## src/rtl/irqc_pkg.sv

```systemverilog
package irqc_pkg;
  localparam int MODE_W   = 8;
  localparam int NUM_CH   = 2;
  localparam int PEND_LSB = 2;
  localparam int BLK_LSB  = 4;

  function automatic logic combine(input logic [NUM_CH-1:0] pend,
                                   input logic [NUM_CH-1:0] blk);
    return |(pend & ~blk);
  endfunction
endpackage

```

## src/rtl/irqc_pend_track.sv

```systemverilog
module irqc_pend_track #(
  parameter int NUM_CH = 2
) (
  input  logic              clk,
  input  logic              rst,
  input  logic [NUM_CH-1:0] req,
  output logic [NUM_CH-1:0] pend_d,
  output logic [NUM_CH-1:0] pend_q
);
  for (genvar c = 0; c < NUM_CH; c++) begin : g_ch
    assign pend_d[c] = req[c];
    always_ff @(posedge clk) begin
      if (rst) pend_q[c] <= 1'b0;
      else     pend_q[c] <= pend_d[c];
    end
  end
endmodule

```

## src/rtl/irqc_block_reg.sv

```systemverilog
module irqc_block_reg #(
  parameter int NUM_CH = 2
) (
  input  logic              clk,
  input  logic              rst,
  input  logic              wr_en,
  input  logic [NUM_CH-1:0] wr_bits,
  output logic [NUM_CH-1:0] blk_d,
  output logic [NUM_CH-1:0] blk_q
);
  always_comb blk_d = wr_en ? wr_bits : blk_q;

  always_ff @(posedge clk) begin
    if (rst) blk_q <= '0;
    else     blk_q <= blk_d;
  end
endmodule

```

## src/rtl/irqc_level_eval.sv

```systemverilog
module irqc_level_eval #(
  parameter int NUM_CH = 2
) (
  input  logic              clk,
  input  logic              rst,
  input  logic [NUM_CH-1:0] pend_d,
  input  logic [NUM_CH-1:0] blk_d,
  output logic              irq_q
);
  // Evaluated from next-state values so the line moves with the mode byte.
  always_ff @(posedge clk) begin
    if (rst) irq_q <= 1'b0;
    else     irq_q <= irqc_pkg::combine(pend_d, blk_d);
  end
endmodule

```

## src/rtl/ide_irq_combiner.sv

```systemverilog
module ide_irq_combiner #(
  parameter int MODE_W   = irqc_pkg::MODE_W,
  parameter int NUM_CH   = irqc_pkg::NUM_CH,
  parameter int PEND_LSB = irqc_pkg::PEND_LSB,
  parameter int BLK_LSB  = irqc_pkg::BLK_LSB
) (
  input  logic              clk,
  input  logic              rst,
  input  logic [NUM_CH-1:0] chan_req,
  input  logic              wr_en,
  input  logic [MODE_W-1:0] wr_data,
  output logic [MODE_W-1:0] mode_rd,
  output logic              irq_out
);
  logic [NUM_CH-1:0] pend_d, pend_q, blk_d, blk_q;

  irqc_pend_track #(.NUM_CH(NUM_CH)) pend_i (
    .clk(clk), .rst(rst), .req(chan_req), .pend_d(pend_d), .pend_q(pend_q)
  );

  irqc_block_reg #(.NUM_CH(NUM_CH)) blk_i (
    .clk(clk), .rst(rst), .wr_en(wr_en),
    .wr_bits(wr_data[BLK_LSB +: NUM_CH]), .blk_d(blk_d), .blk_q(blk_q)
  );

  irqc_level_eval #(.NUM_CH(NUM_CH)) eval_i (
    .clk(clk), .rst(rst), .pend_d(pend_d), .blk_d(blk_d), .irq_q(irq_out)
  );

  always_comb begin
    mode_rd = '0;
    mode_rd[PEND_LSB +: NUM_CH] = pend_q;
    mode_rd[BLK_LSB  +: NUM_CH] = blk_q;
  end
endmodule

```

## config.mk

```make
export PLATFORM = sky130hd
export DESIGN_NAME = ide_irq_combiner
export DESIGN_NICKNAME = d
export VERILOG_FILES = /design/src/rtl/irqc_pkg.sv /design/src/rtl/irqc_pend_track.sv /design/src/rtl/irqc_block_reg.sv /design/src/rtl/irqc_level_eval.sv /design/src/rtl/ide_irq_combiner.sv
export SDC_FILE = /design/constraint.sdc
export NUM_CORES = 1
export LEC_CHECK = 0
export BUFFER_PORTS_ARGS = -buffer_cell sky130_fd_sc_hd__buf_2
export CELL_PAD_IN_SITES_DETAIL_PLACEMENT = 1
export CELL_PAD_IN_SITES_GLOBAL_PLACEMENT = 1
export CORE_AREA = 2 2 39 41
export CTS_CLUSTER_DIAMETER = 40
export DETAILED_ROUTE_END_ITERATION = 10
export DIE_AREA = 0 0 41 43
export PLACE_DENSITY = 0.61
export SLEW_MARGIN = 20
export SYNTH_ARGS = -nofsm -noshare
export SYNTH_HDL_FRONTEND = slang
export SYNTH_SLANG_ARGS = --single-unit
```

## constraint.sdc

```tcl
create_clock -name clk -period 1.75 [get_ports clk]
set_clock_uncertainty 0.15 [all_clocks]
set_input_delay 0.0875 -clock clk [delete_from_list [all_inputs] [get_ports clk]]
set_output_delay 0.0875 -clock clk [all_outputs]
set_load 0.01 [all_outputs]
```

==> results_dict.tcl, run 1 <==
set metrics [dict create \
    grt_pass1_wl_um 676 \
    cp-start-kind "primary input" \
    finalNetCount 50 \
    path_cells "dlygate4sd3_1, buf_2, nor2_1, dlygate4sd3_1" \
    fin_crit_ns 1.40 \
    clock-sinks 5 \
    finalWeightedCongestion 0.539 \
    synth_common_cells "5 x dfxtp_1, 4 x buf_4, 2 x mux2i_1, 2 x nor2_1, 2 x nor2b_1" \
    cp_data_required_time_ns 1.78 \
    core_area_um2 1380 \
    min_path_type "in2reg" \
    dpl_worst_slack_ns 0.855 \
    grt-ovfl-total 0 \
    synth_area_leader_cell "dfxtp_1" \
    postRouteWirelength_um 417 \
    crit_path_top_delay_cell "dlygate4sd3_1" \
    fmax_mhz 716 \
    synth_top_area_frac 0.548 \
    outcome "finished clean" \
    worst_ep_arrival_time_ns 1.42 \
    cts_tree "built" \
    ys_seq_area_frac 0.548 \
    ys.flop_type "dfxtp_1" \
    synth.distinct_cells 7 \
    num_rows 14 \
    drt_first_pass_iters 1 \
    die_area_um2 1760 \
    setup_viol 0 \
    critPathBufInv 3 \
    cap_violations 0 \
    portBuffers 11 \
    clock_latency_ns 0.23 \
    drc 0 \
    yosysWarningCount 0 \
    fillers 177 \
    fin_crit_sh 0.798 \
    p_leak_nw 0.164 \
    grt_use_total 0.0671 \
    pwr_density_cell_nw_per_um2 930 \
    post_cts_buffers 0 \
    yosys.cell_count.top_type "dfxtp_1" \
    synth-edff-count 0 \
    crit_path_max_fanout 4 \
    async_reset_ff_frac 0 \
    cts_max_path_buffers 2 \
    cts_inserted_buffers 3 \
    syn-cell-area_um2 183 \
    grt_max_degree 5 \
    setup_slack_ns 0.353 \
    numPlacedInstances 43 \
    critPathKind "in2reg" \
    antenna-diode-count 0 \
    cp-end-kind "flop" \
    cts_htree_levels 1 \
    fin_cells 52 \
    ant_nets 0 \
    area_delta_synth_final_pct 72.6 \
    grt_pass1_vias 197 \
    clk_pin_slew_ns 0.04 \
    synth_area_leaders "dfxtp_1 55%, buf_4 16%, mux2i_1 11%" \
    drtIter0Drc 0 \
    crit_path_max_incr_delay_ns 0.55 \
    critical-path-top-delay-family "buffers and inverters" \
    vias 174 \
    maxSlewViolCount 0 \
    hold_viol_final 0 \
    ir_drop_v 0.000153 \
    syn-instance-count 17 \
    wl_per_cell_um 8.02 \
    initial_core_util 0.132 \
    fin_setup_tns_ns 0 \
    cts-hold-fix-buffers 5 \
    cts_resized 0 \
    die_height_um 43 \
    ioPinCount 22 \
    vias_per_cell 3.35 \
    cp_common_cell "dlygate4sd3_1" \
    rsz0062_at_grt "false" \
    drive_gt1_frac 0.389 \
    avgSynthCellArea_um2 10.7 \
    cts-root-buf "clkbuf_4" \
    antenna_found_initial 0 \
    ys_ff_latch 5 \
    die-width_um 41 \
]
power breakdown:
| group | internal (mW) | switching (mW) | total (mW) |
|---|---|---|---|
| Sequential | 0.122 | 0.00189 | 0.124 |
| Combinational | 0.0221 | 0.0187 | 0.0409 |
| Clock | 0.0859 | 0.0428 | 0.129 |
stage by stage:
stage	utilization	power, mW	area, um2	hold slack [ns]
2_1_floorplan	-	0.148	194	0.00988
3_3_place_gp	0.173	0.158	239	0.151
3_5_place_dp	0.173	0.158	239	0.154
4_1_cts	0.228	0.301	315	0.0248
5_1_grt	0.228	0.314	315	0.0677
6_report	0.228	0.293	315	0.0258
cell usage in the layout (no fill, tap or decap), drive strengths merged:
| master | count |
|---|---|
| a22o | 1 |
| nor2b | 2 |
| buf | 11 |
| dfxtp | 5 |
| conb | 4 |
| mux2i | 2 |
| nor2 | 2 |
| dlygate4sd3 | 5 |
| clkbuf | 4 |
cells by family (layout without fill, tap and decap cells):
group	after synthesis	count (layout)	synth area share
AO/OA/AOI/OAI	1	1	0.0480
multiplexers	2	2	0.110
other	1	4	0.0205
flip-flops	5	5	0.548
buffers and inverters	4	20	0.164
AND/OR/NAND/NOR	4	4	0.110
sequential cells by signal, summed over array words and instances (netlist names):
| signal | cells |
|---|---|
| blk_i.blk_q | 2 |
| pend_i.pend_q | 2 |
| eval_i.irq_q | 1 |
worst reg2reg max path, stage by stage, from the launching register on:
cell and delay, ns:
dfxtp_1 0.30, mux2i_1 0.19, nor2_1 0.07, dlygate4sd3_1 0.56
path summary, 6_finish.rpt:
kind                              from                         to  slack [ns]  cells after the start
max                                rst  blk_i.blk_q[1]$_SDFF_PP0_        0.35                      4
min                              wr_en  blk_i.blk_q[0]$_SDFF_PP0_        0.03                      3
max reg2reg  blk_i.blk_q[1]$_SDFF_PP0_  blk_i.blk_q[1]$_SDFF_PP0_        0.37                      3
min reg2reg  blk_i.blk_q[0]$_SDFF_PP0_  blk_i.blk_q[0]$_SDFF_PP0_        0.38                      2
layer usage:
layer / GRT usage / vias to the layer above / routed length (um)
met2: 0.109 / 11 / 241
met5: 0 / - / 0
met4: 0.120 / 0 / 19
li1: - / 84 / -
met3: 0.0157 / 2 / 50
met1: 0.0351 / 77 / 106
layout make-up:
type,count,area [um2],area share
sequential,5,100,0.317
clock buffer,4,26.3,0.0833
timing repair buffer,16,105,0.333
multi-input combinational,11,63.8,0.202
tap,16,20.0,0.0635
(Power assumes the default switching activity.)
==> inputs of run 2 (changes only) <==
- PLACE_DENSITY: 0.61 -> 0.63
- clock period: 1.75 -> 1.2 ns (I/O delays scaled with it)
==> run 2 against run 1 <==
Effect of this change:
- worst setup slack got worse by 0.27 ns
- utilization increased by 0.72 points
- hold slack improved by 0.35 ns
- combinational power increased by 52%
- global-route usage decreased by 0.60 points
- routed wire length increased by 9.6%
- clock power increased by 44%
- largest cell class unchanged
==> results_dict.tcl, run 2 (synthesis results as in run 1) <==
set metrics [dict create \
    die-width_um 41 \
    critPathKind "in2reg" \
    cp-start-kind "primary input" \
    reg.largest.list "blk_i.blk_q (2), pend_i.pend_q (2), eval_i.irq_q (1)" \
    reg2reg_depth 2 \
    rsz0062_at_grt "false" \
    core_area_um2 1380 \
    drtIter0Drc 3 \
    timing.hold.ws_ns 0.373 \
    grt_max_degree 5 \
    worst_ep_arrival_time_ns 1.10 \
    cts_tree "built" \
    vias_per_cell 3.26 \
    met3_length_um 43 \
    path_cells "dlygate4sd3_1, buf_2, mux2i_1, a22o_1" \
    drc 0 \
    worst-path-stages 4 \
    critPathBufInv 2 \
    finalWeightedCongestion 0.506 \
    postRouteWirelength_um 457 \
    cap_violations 0 \
    portBuffers 11 \
    ioPinCount 22 \
    clock-sinks 5 \
    outcome "finished clean" \
    cts-root-buf "clkbuf_4" \
    cp_data_required_time_ns 1.18 \
    mostFrequentLayoutCells "11 x buf_2, 6 x dlygate4sd3_1, 5 x dfxtp_1" \
    area_delta_synth_final_pct 78.1 \
    grt_pass1_wl_um 607 \
    maxSlewViolCount 0 \
    wl_per_cell_um 8.62 \
    holdPathStages 2 \
    crit_path_top_delay_cell "dlygate4sd3_1" \
    p_leak_nw 0.166 \
    crit_path_max_fanout 2 \
    initial_core_util 0.132 \
    cts_inserted_buffers 3 \
    cts_resized 0 \
    fmax_mhz 894 \
    cts_max_path_buffers 2 \
    grt-ovfl-total 0 \
    setup_viol 0 \
    finalNetCount 51 \
    die_area_um2 1760 \
    crit_path_max_incr_delay_ns 0.53 \
    drive_gt1_frac 0.378 \
    grt_use_total 0.0611 \
    cp-end-kind "flop" \
    die_height_um 43 \
    final_common_cell "buf_2" \
    ir_drop_v 0.000220 \
    clk_pin_slew_ns 0.04 \
    met2_length_um 276 \
    wl_met1_um 124 \
    fin_crit_sh 0.932 \
    clock_latency_ns 0.23 \
    min_path_type "reg2reg" \
    cts_htree_levels 1 \
    pwr_density_cell_nw_per_um2 1320 \
    antenna_found_initial 0 \
    top_layer "met4" \
    antenna-diode-count 0 \
    fin_crit_ns 1.12 \
    fin_setup_tns_ns 0 \
    hold_viol_final 0 \
    drt_first_pass_iters 2 \
    num_rows 14 \
    grt_pass1_vias 181 \
    ant_nets 0 \
    vias 173 \
    critical-path-top-delay-family "buffers and inverters" \
]
[run 2: power by group]
group          internal (mW)  total (mW)  leakage (nW)  switching (mW)
logic                 0.0342      0.0621         0.110          0.0280
registers              0.178       0.181        0.0416         0.00301
clock network          0.125       0.186        0.0150          0.0608
[run 2: final timing paths]
check,slack (ns),to,from
worst max-delay path,0.08,eval_i.irq_q$_SDFF_PP0_,wr_en
worst min-delay path,0.37,blk_i.blk_q[0]$_SDFF_PP0_,blk_i.blk_q[0]$_SDFF_PP0_
worst max register to register,0.30,eval_i.irq_q$_SDFF_PP0_,blk_i.blk_q[1]$_SDFF_PP0_
worst min register to register,0.37,blk_i.blk_q[0]$_SDFF_PP0_,blk_i.blk_q[0]$_SDFF_PP0_
[run 2: layer usage]
| layer | vias up | global-route usage |
|---|---|---|
| met2 | 11 | 0.113 |
| met4 | 0 | 0.100 |
| met3 | 2 | 0.0157 |
| li1 | 85 | - |
| met1 | 75 | 0.0224 |
| met5 | - | 0 |
[run 2: repair_timing]
item / in CTS / in global routing
hold endpoints to repair: 4 / 0
endpoints found under the setup margin: 0 / 0
setup buffers: 0 / 0
hold buffers: 6 / 0
[run 2: area by class of cell]
type	instances	area [um2]
flip-flops and latches	5	100
repair buffers	17	115
clock buffers	4	26.3
well taps	16	20.0
multi-input cells	11	63.8
fillers	166	1060
[run 2: through the flow]
stage / total power [mW] / utilization / setup slack, ns / cells / area, um2
floorplan: 0.217 / - / 0.270 / 20 / 194
global placement: 0.230 / 0.173 / 0.307 / 43 / 239
detailed placement: 0.232 / 0.173 / 0.287 / 43 / 239
CTS: 0.440 / 0.235 / 0.0807 / 53 / 325
global route: 0.458 / 0.235 / 0.0221 / 53 / 325
finish: 0.429 / 0.235 / 0.0817 / 53 / 325
[run 2: worst min-delay path, stage by stage, from the launching register on]
cell     delay (ns)
dfxtp_1        0.31
mux2i_1        0.09
nor2_1         0.08
